--- config.mk ---
export PLATFORM = sky130hd
export DESIGN_NAME = rsb_bank
export DESIGN_NICKNAME = d
export VERILOG_FILES = /design/src/rtl/rsb_pkg.sv /design/src/rtl/rsb_pick.sv /design/src/rtl/rsb_entry.sv /design/src/rtl/rsb_bank.sv
export SDC_FILE = /design/constraint.sdc
export NUM_CORES = 1
export LEC_CHECK = 0
export ABC_AREA = 1
export BUFFER_PORTS_ARGS = -buffer_cell sky130_fd_sc_hd__buf_2
export CAP_MARGIN = 20
export CORE_MARGIN = 8
export CORE_UTILIZATION = 30
export DETAILED_ROUTE_END_ITERATION = 12
export GPL_TIMING_DRIVEN = 0
export PLACE_DENSITY_LB_ADDON = 0.12
export SLEW_MARGIN = 30
export SYNTH_ARGS = -nofsm -noshare
export SYNTH_HDL_FRONTEND = slang
export SYNTH_HIERARCHICAL = 1
export SYNTH_SLANG_ARGS = --single-unit
export TNS_END_PERCENT = 10
--- constraint.sdc ---
create_clock -name clk -period 2.7 [get_ports clk]
set_input_delay 0.81 -clock clk [delete_from_list [all_inputs] [get_ports clk]]
set_output_delay 0.81 -clock clk [all_outputs]
set_load 0.02 [all_outputs]
--- src/rtl/rsb_pkg.sv ---
package rsb_pkg;

    parameter int DATA_W = 64;
    parameter int TAG_W  = 4;
    parameter int OP_W   = 4;

    typedef logic [DATA_W-1:0] data_t;
    typedef logic [TAG_W-1:0]  tag_t;
    typedef logic [OP_W-1:0]   op_t;

    // one source operand: pending producer tag plus value
    typedef struct packed {
        tag_t  q;
        data_t v;
    } operand_t;

    typedef struct packed {
        logic  valid;
        tag_t  tag;
        data_t data;
    } bcast_t;

    typedef struct packed {
        op_t      op;
        operand_t src_j;
        operand_t src_k;
    } issue_t;

    // slot index to its fixed nonzero tag
    function automatic tag_t station_tag(int idx);
        return tag_t'(idx + 1);
    endfunction

    // a pending operand picks up the broadcast when tags agree
    function automatic operand_t snoop(operand_t cur, bcast_t bc);
        operand_t res;
        res = cur;
        if (cur.q != '0 && bc.valid && bc.tag == cur.q) begin
            res.q = '0;
            res.v = bc.data;
        end
        return res;
    endfunction

endpackage

--- src/rtl/rsb_pick.sv ---
module rsb_pick #(
    parameter int N = 3
) (
    input  logic         clk,
    input  logic         rst,
    input  logic [N-1:0] req,
    output logic [N-1:0] gnt,
    output logic         any
);

    // lowest set bit wins
    assign gnt = req & (~req + N'(1));
    assign any = |req;

    p_gnt_onehot_r8: assert property (@(posedge clk) disable iff (rst)
        $onehot0(gnt));

    p_gnt_in_req_r8: assert property (@(posedge clk) disable iff (rst)
        (gnt & ~req) == '0);

    p_gnt_present_r8: assert property (@(posedge clk) disable iff (rst)
        any |-> (gnt != '0));

    for (genvar i = 1; i < N; i++) begin : g_low
        p_lowest_first_r8: assert property (@(posedge clk) disable iff (rst)
            gnt[i] |-> (req[i-1:0] == '0));
    end

endmodule

--- src/rtl/rsb_entry.sv ---
module rsb_entry
    import rsb_pkg::*;
#(
    parameter int IDX = 0
) (
    input  logic   clk,
    input  logic   rst,
    input  logic   alloc,
    input  issue_t iss,
    input  bcast_t bc,
    input  logic   grant,
    output logic   busy_o,
    output logic   ready_o,
    output op_t    op_o,
    output data_t  vj_o,
    output data_t  vk_o
);

    localparam tag_t MY_TAG = station_tag(IDX);

    logic     busy_q;
    logic     sent_q;
    op_t      op_q;
    operand_t srcj_q;
    operand_t srck_q;

    logic     release_hit;

    assign release_hit = busy_q && bc.valid && (bc.tag == MY_TAG);

    always_ff @(posedge clk) begin
        if (rst) begin
            busy_q <= 1'b0;
            sent_q <= 1'b0;
            op_q   <= '0;
            srcj_q <= '0;
            srck_q <= '0;
        end else if (alloc) begin
            busy_q <= 1'b1;
            sent_q <= 1'b0;
            op_q   <= iss.op;
            srcj_q <= snoop(iss.src_j, bc);
            srck_q <= snoop(iss.src_k, bc);
        end else if (busy_q) begin
            srcj_q <= snoop(srcj_q, bc);
            srck_q <= snoop(srck_q, bc);
            if (grant)
                sent_q <= 1'b1;
            if (release_hit)
                busy_q <= 1'b0;
        end
    end

    assign busy_o  = busy_q;
    assign ready_o = busy_q && !sent_q && (srcj_q.q == '0) && (srck_q.q == '0);
    assign op_o    = op_q;
    assign vj_o    = srcj_q.v;
    assign vk_o    = srck_q.v;

    p_no_overwrite_r3: assert property (@(posedge clk) disable iff (rst)
        alloc |-> !busy_q);

    p_operands_valid_r7: assert property (@(posedge clk) disable iff (rst)
        grant |-> (busy_q && !sent_q && srcj_q.q == '0 && srck_q.q == '0));

    p_single_dispatch_r9: assert property (@(posedge clk) disable iff (rst)
        grant |=> !grant);

    p_capture_j_r5: assert property (@(posedge clk) disable iff (rst)
        (busy_q && !alloc && srcj_q.q != '0 && bc.valid && bc.tag == srcj_q.q)
        |=> (srcj_q.q == '0 && srcj_q.v == $past(bc.data)));

    p_capture_k_r5: assert property (@(posedge clk) disable iff (rst)
        (busy_q && !alloc && srck_q.q != '0 && bc.valid && bc.tag == srck_q.q)
        |=> (srck_q.q == '0 && srck_q.v == $past(bc.data)));

    p_bypass_j_r6: assert property (@(posedge clk) disable iff (rst)
        (alloc && iss.src_j.q != '0 && bc.valid && bc.tag == iss.src_j.q)
        |=> (srcj_q.q == '0 && srcj_q.v == $past(bc.data)));

    p_release_r10: assert property (@(posedge clk) disable iff (rst)
        (busy_q && bc.valid && bc.tag == MY_TAG) |=> !busy_q);

endmodule

--- src/rtl/rsb_bank.sv ---
module rsb_bank
    import rsb_pkg::*;
#(
    parameter int NUM_ST = 3
) (
    input  logic              clk,
    input  logic              rst,
    input  logic              iss_valid,
    input  logic [OP_W-1:0]   iss_op,
    input  logic [TAG_W-1:0]  iss_qj,
    input  logic [DATA_W-1:0] iss_vj,
    input  logic [TAG_W-1:0]  iss_qk,
    input  logic [DATA_W-1:0] iss_vk,
    output logic              bank_full,
    output logic [TAG_W-1:0]  iss_tag,
    input  logic              bc_valid,
    input  logic [TAG_W-1:0]  bc_tag,
    input  logic [DATA_W-1:0] bc_data,
    input  logic              fu_idle,
    output logic              disp_valid,
    output logic [OP_W-1:0]   disp_op,
    output logic [DATA_W-1:0] disp_vj,
    output logic [DATA_W-1:0] disp_vk,
    output logic [TAG_W-1:0]  disp_tag
);

    issue_t iss;
    bcast_t bc;

    logic [NUM_ST-1:0] busy_v;
    logic [NUM_ST-1:0] ready_v;
    logic [NUM_ST-1:0] free_gnt;
    logic [NUM_ST-1:0] disp_gnt;
    logic [NUM_ST-1:0] alloc_v;
    logic [NUM_ST-1:0] disp_req;
    logic              free_any;
    logic              accept;

    op_t   op_arr [NUM_ST];
    data_t vj_arr [NUM_ST];
    data_t vk_arr [NUM_ST];

    assign iss.op      = iss_op;
    assign iss.src_j.q = iss_qj;
    assign iss.src_j.v = iss_vj;
    assign iss.src_k.q = iss_qk;
    assign iss.src_k.v = iss_vk;

    assign bc.valid = bc_valid;
    assign bc.tag   = bc_tag;
    assign bc.data  = bc_data;

    rsb_pick #(.N(NUM_ST)) u_free_pick (
        .clk (clk),
        .rst (rst),
        .req (~busy_v),
        .gnt (free_gnt),
        .any (free_any)
    );

    assign disp_req = ready_v & {NUM_ST{fu_idle}};

    rsb_pick #(.N(NUM_ST)) u_disp_pick (
        .clk (clk),
        .rst (rst),
        .req (disp_req),
        .gnt (disp_gnt),
        .any (disp_valid)
    );

    assign bank_full = !free_any;
    assign accept    = iss_valid && free_any;
    assign alloc_v   = free_gnt & {NUM_ST{accept}};

    for (genvar i = 0; i < NUM_ST; i++) begin : g_st
        rsb_entry #(.IDX(i)) u_entry (
            .clk     (clk),
            .rst     (rst),
            .alloc   (alloc_v[i]),
            .iss     (iss),
            .bc      (bc),
            .grant   (disp_gnt[i]),
            .busy_o  (busy_v[i]),
            .ready_o (ready_v[i]),
            .op_o    (op_arr[i]),
            .vj_o    (vj_arr[i]),
            .vk_o    (vk_arr[i])
        );
    end

    always_comb begin
        iss_tag = '0;
        for (int i = 0; i < NUM_ST; i++)
            if (free_gnt[i])
                iss_tag = station_tag(i);
    end

    always_comb begin
        disp_op  = '0;
        disp_vj  = '0;
        disp_vk  = '0;
        disp_tag = '0;
        for (int i = 0; i < NUM_ST; i++) begin
            if (disp_gnt[i]) begin
                disp_op  = op_arr[i];
                disp_vj  = vj_arr[i];
                disp_vk  = vk_arr[i];
                disp_tag = station_tag(i);
            end
        end
    end

    p_idle_gate_r7: assert property (@(posedge clk) disable iff (rst)
        disp_valid |-> fu_idle);

    p_full_no_tag_r3: assert property (@(posedge clk) disable iff (rst)
        bank_full |-> (iss_tag == '0));

    p_tag_in_range_r2: assert property (@(posedge clk) disable iff (rst)
        !bank_full |-> (iss_tag != '0 && int'(iss_tag) <= NUM_ST));

    p_alloc_fills_r2: assert property (@(posedge clk) disable iff (rst)
        (accept && $countones(busy_v) < NUM_ST)
        |=> ($countones(busy_v) >= 1));

endmodule

==> flow_summary.json, run 1 <==
{
  "status": "finished with violations",
  "violations": "setup timing",
  "slew_viol_final": 0,
  "worstHoldStart": "iss_op[0]",
  "setup_slack_ns": -0.984,
  "hold_class": "primary input to register",
  "port_buffers": 349,
  "start_kind": "register",
  "grt_max_degree": 19,
  "regArea_um2": 8560,
  "num-nets-final": 5568,
  "synth_top_cell_area_share_pct": 27.8,
  "arrival_ns": 2.87,
  "drt-total-wl_um": 157000,
  "skew_ns": 0.0364,
  "h-tree-depth": 2,
  "crit_top_cell": "inv_2",
  "grt_pass1_wl_um": 221000,
  "final_layout_size_suffix_gt1_share_pct": 29.8,
  "path_clk_slew_ns": 0.06,
  "fmax_mhz": 271,
  "drtPass1Iterations": 6,
  "stdcell_area_um2": 39800,
  "grt-busiest-layer": "met2",
  "synth.distinct_cells": 28,
  "cp_max_fo": 10,
  "power_density_nw_per_um2": 483,
  "r2r_start": "g_st[0].u_entry/busy_o$_SDFF_PP0_",
  "syn_inst": 4891,
  "clkSinkCount": 426,
  "seq_area_frac_synth_pct": 27.8,
  "coreArea_um2": 102000,
  "vias_per_cell": 4.98,
  "dieWidth_um": 336,
  "synth_area_um2": 30700,
  "path_cells": "inv_2, nand2_2, nor4_2, nand2_1, inv_2, buf_8, buf_12, buf_4, nand3_2, a21oi_4, buf_6",
  "rsz0062_at_grt": "yes",
  "cts-root-buf": "clkbuf_16",
  "area_growth_pct": 29.4,
  "endpoint_kind": "output port",
  "multiInputGateArea_um2": 17500,
  "final.min_clock_period_ns": 3.68,
  "n_fill_cell": 11100,
  "wire_per_inst_um": 23.2,
  "synth_top_area_cell": "dfxtp_1",
  "startpoint": "g_st[0].u_entry/srcj_q[64]$_SDFFE_PP0P_",
  "placed_area_um2": 34300,
  "worst_slew_pin_slew_ns": 0.966,
  "drc": 0,
  "finalCritPeriodShare_pct": 136,
  "slew_headroom_pct": 35.5,
  "die_h_um": 336,
  "cts_tree": "built",
  "critPathSlowestCell": "dfxtp_2",
  "cts_inserted_buffers": 55,
  "hpwl_um": 119000,
  "gr-usage-met3_pct": 4.57,
  "path_class": "register to output port",
  "crit_family": "buffers and inverters",
  "ys_ff_latch": 426,
  "drv_cap": 0,
  "hold_ws_ns": 0.438,
  "required_ns": 1.89,
  "vias": 33800,
  "antenna_found_initial": 43,
  "syn_area_per_cell_um2": 6.28,
  "synth.area.top_cells": "dfxtp_1, nor2_1, buf_4, nand2_1, nand3_1",
  "cp.buffers_inverters": 6,
  "holdBufCountCts": 0,
  "gp_congestion": 0.929,
  "power.leakage_nw": 17.9,
  "drt_iter0_drc": 3158,
  "grt_util_met1_pct": 35.3,
  "cpPeakStageDelay_ns": 0.33,
  "num_rows": 117,
  "grt_usage_pct": 26.5,
  "ir_worst_vdd_mv": 0.403,
  "grt_pass1_vias": 32000,
  "setup_viol": 404,
  "yosys_warnings": 6,
  "fp.dieArea_um2": 113000,
  "route.antenna.remaining_nets": 0,
  "initial_utilization_pct": 30.2,
  "insertion_delay_ns": 0.66,
  "io_pins": 355,
  "gr-total-overflow": 0,
  "finalHoldViolCount": 0,
  "clockBufferDepth": 3,
  "met2_usage_pct": 42.8
}
==> through the flow <==
step	util [%]	total power, mW	setup TNS [ns]	setup slack [ns]	std cells
3_3_place_gp	33.6	10.7	-375.91	-1.28	6611
5_1_grt	39.1	20.0	-188.84	-1.13	6775
4_1_cts	38.0	19.2	-128.96	-0.999	6760
2_1_floorplan	-	9.38	-3.67	-0.0669	4894
3_5_place_dp	33.7	10.7	-314.23	-1.29	6612
6_report	39.1	19.2	-145.66	-0.984	6783
==> path summary, 6_finish.rpt <==
check / endpoint / slack [ns] / depth (start not counted)
worst min register to register: g_st[1].u_entry/srck_q[65]$_SDFFE_PP0P_ / 0.50 / 2
worst max register to register: g_st[2].u_entry/vj_o[4]$_SDFFE_PP0P_ / -0.38 / 12
worst min-delay path: g_st[2].u_entry/op_o[0]$_SDFFE_PP0P_ / 0.44 / 3
worst max-delay path: disp_vj[35] / -0.98 / 11
==> per-layer routing <==
| metal | vias to the layer above | wire length, um |
|---|---|---|
| li1 | 16400 | - |
| met1 | 15800 | 68500 |
| met2 | 1264 | 71200 |
| met3 | 277 | 11200 |
| met4 | 12 | 6020 |
| met5 | - | 105 |
==> where the power goes <==
group          internal [mW]  total, mW  switching, mW
combinational           1.61       4.17           2.56
clock                   5.02       8.20           3.18
sequential              6.66       6.83          0.169
total                   13.3       19.2           5.91
==> state kept, by name, indices dropped and copies added (netlist names) <==
register / cells
g_st.u_entry/op_o: 12
g_st.u_entry/vj_o: 192
g_st.u_entry/srck_q: 12
g_st.u_entry/sent_q: 3
g_st.u_entry/vk_o: 192
g_st.u_entry/srcj_q: 12
g_st.u_entry/busy_o: 3
==> placed cells by master (no fill, tap or decap), types with 66 or more instances in the layout <==
cell      synthesis  final
a21oi_1         540    386
nor2_1          973    931
o21ai_0         176    175
nand3_2          29     66
buf_6            48    130
a21oi_2         135    224
nand3b_1        192    192
clkbuf_1        119    109
nand3_1         543    503
nand2_1         743    737
buf_2           139    329
buf_4           420    510
dfxtp_1         426    409
inv_1           262    252
==> kinds of logic after synthesis <==
group / share of synthesized area, %
AO/OA/AOI/OAI: 16.2
XOR/XNOR: 0.0856
buffers and inverters: 20.2
flip-flops: 27.8
other: 0.0122
AND/OR/NAND/NOR: 35.8
==> synthesized netlist by cell type (all sizes together) <==
library cell	n
dfxtp	426
inv	284
buf	667
conb	1
nor2	976
clkbuf	120
nand2	751
nor4	3
xnor2	3
nand3b	192
o21ai	217
nand3	572
a21oi	675
clkinv	1
nand4	3
==> worst register-to-register path: stages, from the launching register on <==
cell     delay, ns
dfxtp_4       0.35
buf_4         0.16
inv_1         0.11
inv_2         0.05
nand3_1       0.27
nand2_1       0.15
nor2_1        0.10
buf_2         0.15
buf_2         0.44
buf_1         0.79
a21oi_2       0.15
nor2_1        0.17
nor2_1        0.06
==> repair_timing <==
action                     in CTS  in global routing
setup endpoints to repair     471                504
hold endpoints to repair        0                  0
setup buffers                  43                  5
gates resized for setup       522                245
gates cloned                    9                  4
pin swaps                      49                 48
==> final cells by class <==
cell class / count / share of cell area (%)
multi-input combinational: 3396 / 43.9
sequential: 426 / 21.5
buffer: 783 / 14.3
timing repair buffer: 407 / 7.94
tap: 1368 / 4.31
clock buffer: 77 / 4.00
inverter: 285 / 2.82
clock inverter: 22 / 0.925
antenna: 18 / 0.113
timing repair inverter: 1 / 0.0755
(Power assumes the default switching activity.)
==> inputs of run 2 (changes only) <==
- clock period: 2.7 -> 4.65 ns (I/O delays scaled with it)
==> run 2 against run 1 <==
The run still ends with setup timing left. Die area did not move. Non-clock buffer count is 54 lower. Hold slack better by 0.064 ns. Cell count decreased by 0.84%. Via count fell by 1.3%. Wire length fell by 1.7%. Clock power down 42%. First-iteration DRC count decreased by 2.0%. Sequential share of layout area grew 1.8 points. Critical endpoint is now disp_vk[63]. Highest routed layer unchanged.
==> flow_summary.json, run 2 (same netlist as run 1, synthesis figures left out) <==
{
  "cp_max_fo": 10,
  "cp.buffers_inverters": 5,
  "area_growth_pct": 19.1,
  "setup_slack_ns": -0.0524,
  "num-nets-final": 5514,
  "endpoint_kind": "output port",
  "violations": "setup timing",
  "final.min_clock_period_ns": 4.70,
  "drv_cap": 0,
  "vias_per_cell": 4.95,
  "rrSetupSlack_ns": 1.60,
  "start_kind": "primary input",
  "grt_pass1_vias": 31300,
  "cts_inserted_buffers": 56,
  "cpPeakStageDelay_ns": 0.43,
  "rsz0062_at_grt": "yes",
  "switchingPower_mw": 3.40,
  "startpoint": "fu_idle",
  "cp_num_cells": 9,
  "power.leakage_nw": 17.1,
  "reg2reg_depth": 11,
  "critPathSlowestCell": "a21oi_2",
  "fp.dieArea_um2": 113000,
  "vias": 33300,
  "clkSinkCount": 426,
  "coreArea_um2": 102000,
  "grt_max_degree": 19,
  "stdcell_area_um2": 36600,
  "path_cells": "buf_2, nand2_1, inv_1, nor2_4, buf_6, buf_2, a21oi_1, a21oi_2, buf_2",
  "hold_class": "register to register",
  "layout_common_cells": "nor2_1, nand2_1, nand3_1",
  "totalPowerFinal_mw": 11.0,
  "grt_pass1_wl_um": 218000,
  "status": "finished with violations",
  "gp_congestion": 0.942,
  "drc": 0,
  "setup_viol": 5,
  "combPwrFrac_pct": 20.5,
  "path_clk_slew_ns": 0.06,
  "slew_headroom_pct": 32.3,
  "gr-total-overflow": 0,
  "crit_family": "buffers and inverters",
  "r2r_start": "g_st[2].u_entry/busy_o$_SDFF_PP0_",
  "finalHoldViolCount": 0,
  "drtPass1Iterations": 8,
  "required_ns": 3.25,
  "crit_top_cell": "buf_2",
  "sequentialPowerShare_pct": 36.0,
  "ir_worst_vdd_mv": 0.277,
  "dieWidth_um": 336,
  "io_pins": 355,
  "path_class": "primary input to output port",
  "drt-total-wl_um": 154000,
  "power_density_nw_per_um2": 301,
  "slew_viol_final": 0,
  "route.antenna.remaining_nets": 0,
  "num_rows": 117,
  "final_layout_size_suffix_gt1_share_pct": 24.3,
  "switching_share_pct": 30.8,
  "hold_ws_ns": 0.502,
  "skew_ns": 0.0232,
  "setup.worst_path.end": "disp_vk[63]",
  "antenna_found_initial": 54,
  "fmax_mhz": 213,
  "pwr-share-clk_pct": 43.5,
  "p_int_mw": 7.61,
  "port_buffers": 349,
  "cts-root-buf": "clkbuf_16",
  "placed_area_um2": 34200,
  "final_common_cell": "nor2_1",
  "initial_utilization_pct": 30.2,
  "r2r-end": "g_st[2].u_entry/vj_o[56]$_SDFFE_PP0P_",
  "fin_util_pct": 35.9,
  "finalCritPeriodShare_pct": 101,
  "arrival_ns": 3.31,
  "hpwl_um": 119000,
  "clockBufferDepth": 3,
  "die_h_um": 336,
  "grt_usage_pct": 26.1,
  "cts_tree": "built",
  "wire_per_inst_um": 23.0,
  "drt_iter0_drc": 3096,
  "worst_slew_pin_slew_ns": 1.02,
  "insertion_delay_ns": 0.65,
  "h-tree-depth": 2
}
run 2: cell types whose count changed in the layout (fill, tap and decap cells not counted), moves of 14 or more:
cell     previous run  this run
nand3_2            66        29
buf_6             130        49
nor2_2             42         2
nor2_1            931       972
dfxtp_1           409       423
buf_4             510       434
buf_2             329       469
a21oi_2           224       162
a21oi_1           386       506
buf_12             33         4
a21oi_4            65         7
nand3_1           503       543
run 2: power by group through the flow:
stage          sequential, mW  combinational (mW)  clock (mW)
4_1_cts                  3.96                2.22        4.88
5_1_grt                  3.99                2.44        5.02
6_report                 3.97                2.25        4.79
2_1_floorplan            4.01                1.43           0
3_5_place_dp             4.04                2.20           0
3_3_place_gp             4.04                2.19           0
run 2: routing by layer:
| layer | routed length (um) | GRT usage, % | vias up |
|---|---|---|---|
| li1 | - | - | 16300 |
| met1 | 67500 | 34.9 | 15500 |
| met2 | 68700 | 41.9 | 1301 |
| met3 | 11900 | 4.78 | 276 |
| met4 | 6220 | 9.46 | 18 |
| met5 | 115 | 0 | - |
run 2: area by class of cell:
type                    count  area [um^2]
repair buffers            349         1760
multi-input cells        3396        16200
plain buffers             787         5230
fillers                 11400        65200
inverters                 285         1090
flip-flops and latches    426         8530
diodes                     14         35.0
clock buffers              81         1700
clock inverters            20          312
well taps                1368         1710
run 2: how the worst min path moves through the flow:
stage	from	endpoint	cells past startpoint
after CTS	g_st[1].u_entry/srck_q[66]$_SDFFE_PP0P_	g_st[1].u_entry/srck_q[66]$_SDFFE_PP0P_	2
after floorplan	g_st[1].u_entry/op_o[0]$_SDFFE_PP0P_	g_st[1].u_entry/op_o[0]$_SDFFE_PP0P_	2
after global placement	g_st[1].u_entry/op_o[1]$_SDFFE_PP0P_	g_st[1].u_entry/op_o[1]$_SDFFE_PP0P_	2
final	g_st[1].u_entry/srck_q[66]$_SDFFE_PP0P_	g_st[1].u_entry/srck_q[66]$_SDFFE_PP0P_	2
after detailed placement	g_st[1].u_entry/op_o[1]$_SDFFE_PP0P_	g_st[1].u_entry/op_o[1]$_SDFFE_PP0P_	2
after global routing	g_st[1].u_entry/srck_q[66]$_SDFFE_PP0P_	g_st[1].u_entry/srck_q[66]$_SDFFE_PP0P_	2
run 2: per-stage QoR:
step                TNS, ns  setup WS [ns]  std cells
CTS                  -0.113        -0.0369       6712
floorplan                 0          0.713       4894
finish               -0.124        -0.0524       6726
detailed placement   -20.47         -0.577       6611
global route         -0.302        -0.0390       6720
global placement     -20.56         -0.579       6611
run 2: what timing repair did:
| action | in CTS | in global routing |
|---|---|---|
| endpoints found under the setup margin | 111 | 44 |
| hold buffers | 0 | 0 |
| gates resized for setup | 73 | 18 |
| hold endpoints to repair | 0 | 0 |
| setup buffers | 0 | 0 |
| pin swaps | 2 | 3 |
run 2: tightest hold or removal path, cell delays in order (launching register included):
cell     delay [ns]
dfxtp_1        0.32
nand3_1        0.08
a21oi_1        0.06
